==> config.mk <==
export PLATFORM = sky130hd
export DESIGN_NAME = hs_relay_ctrl
export DESIGN_NICKNAME = d
export VERILOG_FILES = /design/src/rtl/hs_relay_pkg.sv /design/src/rtl/hs_sync.sv /design/src/rtl/hs_edge.sv /design/src/rtl/hs_relay_fsm.sv /design/src/rtl/hs_relay_ctrl.sv
export SDC_FILE = /design/constraint.sdc
export NUM_CORES = 1
export LEC_CHECK = 0
export BUFFER_PORTS_ARGS = -buffer_cell sky130_fd_sc_hd__buf_2
export CAP_MARGIN = 30
export CORE_AREA = 2 2 39 41
export DETAILED_ROUTE_END_ITERATION = 7
export DIE_AREA = 0 0 41 43
export SYNTH_ARGS = -nofsm -noshare
export SYNTH_HDL_FRONTEND = slang
export SYNTH_HIERARCHICAL = 1
export SYNTH_SLANG_ARGS = --single-unit
==> constraint.sdc <==
create_clock -name clk -period 2.48 [get_ports clk]
set_input_delay 0.496 -clock clk [delete_from_list [all_inputs] [get_ports clk]]
set_output_delay 0.496 -clock clk [all_outputs]
set_load 0.005 [all_outputs]
==> src/rtl/hs_relay_pkg.sv <==
package hs_relay_pkg;

  typedef enum logic [1:0] {
    ST_IDLE   = 2'd0,
    ST_DN_REQ = 2'd1,
    ST_DN_RTZ = 2'd2,
    ST_UP_ACK = 2'd3
  } relay_st_e;

  // Event vector layout: bit 0 up rise, 1 up fall, 2 dn-ack rise, 3 dn-ack fall
  localparam int EV_W        = 4;
  localparam int EV_UP_RISE  = 0;
  localparam int EV_UP_FALL  = 1;
  localparam int EV_ACK_RISE = 2;
  localparam int EV_ACK_FALL = 3;

  function automatic logic [EV_W-1:0] awaited_ev(input relay_st_e st);
    logic [EV_W-1:0] m;
    m = '0;
    case (st)
      ST_IDLE:   m[EV_UP_RISE]  = 1'b1;
      ST_DN_REQ: m[EV_ACK_RISE] = 1'b1;
      ST_DN_RTZ: m[EV_ACK_FALL] = 1'b1;
      default:   m[EV_UP_FALL]  = 1'b1;
    endcase
    return m;
  endfunction

  function automatic relay_st_e advance(input relay_st_e st);
    case (st)
      ST_IDLE:   return ST_DN_REQ;
      ST_DN_REQ: return ST_DN_RTZ;
      ST_DN_RTZ: return ST_UP_ACK;
      default:   return ST_IDLE;
    endcase
  endfunction

endpackage

==> src/rtl/hs_sync.sv <==
module hs_sync #(
  parameter int WIDTH  = 2,
  parameter int STAGES = 2
) (
  input  logic             clk,
  input  logic             rst_n,
  input  logic [WIDTH-1:0] d,
  output logic [WIDTH-1:0] q
);
  for (genvar g = 0; g < WIDTH; g++) begin : g_bit
    logic [STAGES-1:0] sh;
    always_ff @(posedge clk or negedge rst_n) begin
      if (!rst_n) sh <= '0;
      else        sh <= {sh[STAGES-2:0], d[g]};
    end
    assign q[g] = sh[STAGES-1];
  end
endmodule

==> src/rtl/hs_edge.sv <==
module hs_edge #(
  parameter int WIDTH = 2
) (
  input  logic             clk,
  input  logic             rst_n,
  input  logic [WIDTH-1:0] lvl,
  output logic [WIDTH-1:0] rise,
  output logic [WIDTH-1:0] fall
);
  logic [WIDTH-1:0] prev_q;

  always_ff @(posedge clk or negedge rst_n) begin
    if (!rst_n) prev_q <= '0;
    else        prev_q <= lvl;
  end

  assign rise = lvl & ~prev_q;
  assign fall = ~lvl & prev_q;
endmodule

==> src/rtl/hs_relay_fsm.sv <==
module hs_relay_fsm
  import hs_relay_pkg::*;
(
  input  logic            clk,
  input  logic            rst_n,
  input  logic [EV_W-1:0] ev,
  output relay_st_e       st,
  output logic            err
);
  relay_st_e st_q, st_d;
  logic      err_q, err_d;

  always_comb begin
    st_d  = st_q;
    err_d = err_q;
    if (!err_q && (ev != '0)) begin
      if (ev == awaited_ev(st_q)) st_d  = advance(st_q);
      else                        err_d = 1'b1;
    end
  end

  always_ff @(posedge clk or negedge rst_n) begin
    if (!rst_n) begin
      st_q  <= ST_IDLE;
      err_q <= 1'b0;
    end else begin
      st_q  <= st_d;
      err_q <= err_d;
    end
  end

  assign st  = st_q;
  assign err = err_q;
endmodule

==> src/rtl/hs_relay_ctrl.sv <==
module hs_relay_ctrl
  import hs_relay_pkg::*;
#(
  parameter int SYNC_STAGES = 2
) (
  input  logic clk,
  input  logic rst_n,
  input  logic up_req_i,
  output logic up_ack_o,
  output logic dn_req_o,
  input  logic dn_ack_i,
  output logic busy_o,
  output logic proto_err_o
);
  localparam int NLINES = 2;  // bit 0 upstream request, bit 1 downstream ack

  logic [NLINES-1:0] raw, lvl, rise, fall;
  logic [EV_W-1:0]   ev;
  relay_st_e         st;
  logic              err;

  assign raw = {dn_ack_i, up_req_i};

  hs_sync #(.WIDTH(NLINES), .STAGES(SYNC_STAGES)) u_sync (
    .clk(clk), .rst_n(rst_n), .d(raw), .q(lvl)
  );

  hs_edge #(.WIDTH(NLINES)) u_edge (
    .clk(clk), .rst_n(rst_n), .lvl(lvl), .rise(rise), .fall(fall)
  );

  always_comb begin
    ev              = '0;
    ev[EV_UP_RISE]  = rise[0];
    ev[EV_UP_FALL]  = fall[0];
    ev[EV_ACK_RISE] = rise[1];
    ev[EV_ACK_FALL] = fall[1];
  end

  hs_relay_fsm u_fsm (
    .clk(clk), .rst_n(rst_n), .ev(ev), .st(st), .err(err)
  );

  assign dn_req_o    = (st == ST_DN_REQ);
  assign up_ack_o    = (st == ST_UP_ACK);
  assign busy_o      = (st != ST_IDLE);
  assign proto_err_o = err;
endmodule

# Word-level counts from Yosys, hierarchy flattened

Index checks and enable logic that the tools add are counted.

Output and inout bits: 4
Bits of input ports: 4
Flip-flop bits (word level): 9

Eq/ne operators: 4
Reductions and logical operators: 8
Muxes and demuxes: 9
Bitwise gates (word level): 5

Operators with widths:

| cell                                          | count |
|---|---|
| two-way mux 1 bit                             | 8 |
| case mux 2 bit (3 select lines)               | 1 |
| AND 2 bit                                     | 2 |
| == test 2 bit, second input constant          | 2 |
| == test 4 bit                                 | 1 |
| inverter 2 bit                                | 2 |
| AND reduction 2 bit                           | 2 |
| nonzero test 4 bit                            | 1 |
| OR reduction 3 bit                            | 1 |
| == test 2 x 1 -> 1 bit, second input constant | 1 |
| logical NOT 2 bit                             | 1 |
| nonzero test 2 bit                            | 1 |
| logical AND 1 bit                             | 1 |
| logical NOT 1 bit                             | 1 |
| inverter 1 bit                                | 1 |

# Logic depth before layout (Yosys ltp)

Depth after elaboration: 8
Gate-level depth with buffers: 6

# Cells and area by module

The synthesis kept the hierarchy.

Modules (own cells, without submodules):

| module        | cells an instance | area an instance (µm²) | instances |
|---|---|---|---|
| hs_relay_fsm  | 21                | 257.7                  | 1 |
| hs_sync       | 6                 | 115.1                  | 1 |
| hs_edge       | 6                 | 85.1                   | 1 |
| hs_relay_ctrl | 3                 | 22.5                   | 1 |

# Worst setup path before layout

Ideal clock, no wire load.

Path kind: register to register
Start point: reg u_fsm.st_q[0] (netlist: u_fsm/st[0])
End point: reg u_fsm.st_q[1] (netlist: u_fsm/st[1])
Path buffers: 0
Arrival: 1.623 ns
Cell stages (with the launch flop): 7
Setup time: 0.125 ns
Slack: 0.731 ns
Clock period less this slack: 1.749 ns
Path through: dfrtp_1 inv_1 ha_1 xnor2_2 nand4_1 or3_4 mux2_4

Word-level cells in the longest chain between the ends: 6
Elaborated cells between the ends (all ways): 15
Those cells by class: eq/ne (3); mux (9); reduce/logical (3)

Ends and longest elaborated chain:

| item                                                 | RTL line                               | text |
|---|---|---|
| from (decl)                                          | hs_relay_fsm.sv:10                     | `relay_st_e st_q, st_d;` |
| from (signal assigned)                               | hs_relay_fsm.sv:27                     | `st_q <= st_d;` |
| == test 2 x 1 -> 1 bit, or another cell as far along | hs_relay_pkg.sv:20, hs_relay_pkg.sv:30 |  |
| OR reduction 3 bit (no line)                         | --                                     |  |
| two-way mux 1 bit                                    | hs_relay_pkg.sv:20                     | `case (st)` |
| two-way mux 1 bit                                    | hs_relay_fsm.sv:16                     | `if (!err_q && (ev != '0)) begin` |
| == test 4 bit                                        | hs_relay_fsm.sv:17                     | `if (ev == awaited_ev(st_q)) st_d = advance(st_q);` |
| AND reduction 2 bit (no line)                        | --                                     |  |

Several ways; a longest one is shown, not always the timed one. The select of a mux whose other input is x is not followed.
A chain may end at the register's enable or synchronous reset.

# Worst setup path after layout

Start point: reg u_fsm.st_q[1] (netlist: u_fsm/st[1])
End point: reg u_fsm.st_q[1] (netlist: u_fsm/st[1])

The elaborated chain is that of the path after synthesis.

==> summary.txt <==
Timing
  – Max Fclk: 540 MHz
  – Tmin final: between 1.5 and 2 ns
  – Worst Skew: around 0.0021 ns
  – Final Cycle Share: 74.7%
  – Final Setup Violations: 0
  – Final Hold Fails: 0
  – Fin Setup TNS: 0 ns
  – Worst-Margin Slew: ~0.36 ns
  – Slew HR: approximately 76%
  – RSZ-0062 raised after global routing: false
  – Final slew viol count: 0

GRT
  – Gr usage total: 8.98%
  – Vias in the first global route: 251
  – Initial antenna violation count: 0
  – Pin count of the biggest net entering global routing: 10
  – GRT overflow: 0
  – First-pass GRT wire length: about 980 um

Synth
  – Syn Nets: 44
  – Post-synth EDFFs: 0
  – Gate count of the mapped netlist: 36
  – Commonest cells post-synth: 9 x dfrtp_1, 5 x and2b_2, 4 x ha_1
  – Flip-flop and latch count after synthesis: 9
  – Share of Yosys cell area claimed by the top area cell type: 46.9%
  – Sequential area share after synthesis: between 40% and 50%
  – Top cells by area, synth: dfrtp_1 47%, ha_1 10%, xnor2_2 10%
  – Largest area contributor in the netlist: dfrtp_1
  – Share of synthesized registers carrying an async set or reset: 100%
  – Avg Cell Area, Syn: around 13 sq um
  – Synth warn: 6
  – Mapped Area: between 400 and 500 sq um
  – Synth cell types: 17
  – Synth Flop Type: dfrtp_1
  – Most common cell in the synthesized netlist: dfrtp_1

Detailed routing
  – Drt initial violations: 2
  – Wire per inst: roughly 9.9 um
  – Routed vias: 269
  – Final wirelength: around 600 um
  – First drt pass iteration count: 4
  – DR vias/cell: roughly 4.4
  – DRC errors left: 0
  – Antenna-violating nets left: 0

Clocking
  – Clock transition at path regs: roughly 0.06 ns
  – CTS Buffer Depth: 2
  – CTS tree: built
  – H-Tree Depth: 1
  – CTS buffer count: 3
  – Clk_lat worst skew: 0.25 ns
  – Post-CTS Hold Fix Bufs: 0
  – Clock root buffer: clkbuf_4
  – Post-cts sizing count: 0
  – Postcts setup bufs: 0
  – Clock sinks: 9

Layout
  – Layout area overhead: 13.8%
  – Diode count: 0
  – Layout cells sized above 1: around half
  – Finished Core Util: about two fifths
  – Final instance area: between 500 and 600 sq um
  – Nets: 54

Floorplan
  – FP Rows: 14
  – Die outline area: around 0.0018 sq mm
  – Starting Density: a little over a third
  – Chip width: 41 um
  – Die height: between 40 and 50 um
  – Core Region: 0.00138 sq mm
  – IO Pins: 8

Placed design
  – Final Wtd Congestion: 0.752
  – Count of input and output buffers: 7
  – DP HPWL: 478 um
  – DP Area: ~520 sq um

Setup path
  – Worst path arrival time: around 2 ns
  – Critical path fanouts, max: 7
  – Crit path launch: u_fsm/st[1]$_DFFE_PN0P_
  – R2R Path Start: u_fsm/st[1]$_DFFE_PN0P_
  – WS Path Type: flop to flop
  – Worst setup EP type: flop
  – Startpoint Class: flop
  – Req. time, crit path: roughly 2.6 ns

Status
  – Outcome: finished clean

Power and ir drop
  – Max VDD drop: between 0.3 and 0.4 mV
  – Leak Pwr: roughly 0.26 nW
  – Pwr dens: between 500 and 600 mW/mm^2

Flow run
  – Max Cap Violations: 0

Min path
  – Hold Crit Class: primary input to async pin
## metrics by stage
| stage | instances | power, W | setup slack (ns) | hold WS, ns |
|---|---|---|---|---|
| finish | 61 | 0.000311 | 0.627 | 0.0832 |
| detailed placement | 57 | 0.000205 | 0.627 | 0.337 |
| global placement | 57 | 0.000205 | 0.646 | 0.335 |
| global route | 61 | 0.000330 | 0.554 | 0.0918 |
| CTS | 61 | 0.000316 | 0.617 | 0.0803 |
| floorplan | 36 | 0.000194 | 0.731 | 0.200 |
## layout by cell type, fill, tap and decap left out, drive strengths merged
| cell type | instances |
|---|---|
| dfrtp | 9 |
| buf | 7 |
| and2b | 5 |
| ha | 4 |
| clkbuf | 4 |
| xnor2 | 4 |
| inv | 2 |
| or2 | 2 |
| and2 | 1 |
| nand4 | 1 |
| nor4 | 1 |
| or3 | 1 |
| mux2 | 1 |
| a41oi | 1 |
| nor2 | 1 |
| mux2i | 1 |
## worst max-delay path: stages (launching register included)
cell and delay (ns):
dfrtp_1 0.43, inv_1 0.09, ha_1 0.21, xnor2_1 0.21, nand4_1 0.11, or3_4 0.39, mux2_4 0.30
## report_power, final
group | leakage (nW) | switching (W) | internal [W]
Combinational | 0.142 | 0.0000201 | 0.0000234
Sequential | 0.106 | 0.00000470 | 0.000154
Clock | 0.0150 | 0.0000473 | 0.0000618
## final cells by class
| class | count | area (sq um) |
|---|---|---|
| Clock buffer | 4 | 26.3 |
| Sequential cell | 9 | 225 |
| Fill cell | 145 | 837 |
| Inverter | 2 | 7.51 |
| Tap cell | 16 | 20.0 |
| Timing Repair Buffer | 7 | 35.0 |
| Multi-Input combinational cell | 23 | 233 |
## layer usage
layer | vias to the layer above | part of all wire [%] | wire length [um] | track usage (%)
li1 | 135 | - | - | -
met1 | 127 | 50 | 298 | 12.5
met2 | 5 | 44 | 264 | 10.3
met3 | 2 | 4.7 | 28 | 1.57
met4 | 0 | 1.3 | 8 | 10.0
met5 | - | 0 | 0 | 0
## path summary, 6_finish.rpt
| check | endpoint | slack (ns) | depth (start not counted) |
|---|---|---|---|
| max | u_fsm/st[1]$_DFFE_PN0P_ | 0.63 | 6 |
| min | u_fsm/err$_DFFE_PN0P_ | 0.08 | 1 |
| max reg2reg | u_fsm/st[1]$_DFFE_PN0P_ | 0.63 | 6 |
| min reg2reg | u_sync/g_bit[0].sh[1]$_DFF_PN0_ | 0.35 | 0 |
| max in group asynchronous | u_fsm/st[1]$_DFFE_PN0P_ | 2.22 | 1 |
| min in group clk | u_sync/g_bit[0].sh[0]$_DFF_PN0_ | 0.35 | 1 |
## cells by family (layout without fill, tap and decap cells)
group                    count (synthesis)  in the layout  synth area share [%]
XOR/XNOR                                 4              4                  12.0
flip-flops                               9              9                  46.9
buffers and inverters                    4             13                  4.69
AND/OR/NAND/NOR                         12             12                  19.0
multiplexers                             2              2                  5.21
adder cells (fa/ha/maj)                  4              4                  10.4
AO/OA/AOI/OAI                            1              1                  1.82
## sequential cells by signal, indices dropped and copies added (netlist names)
register,flops
u_sync/g_bit.sh,4
u_edge/prev_q,2
u_fsm/st,2
u_fsm/err,1
Power figures use the tool's default switching activity.
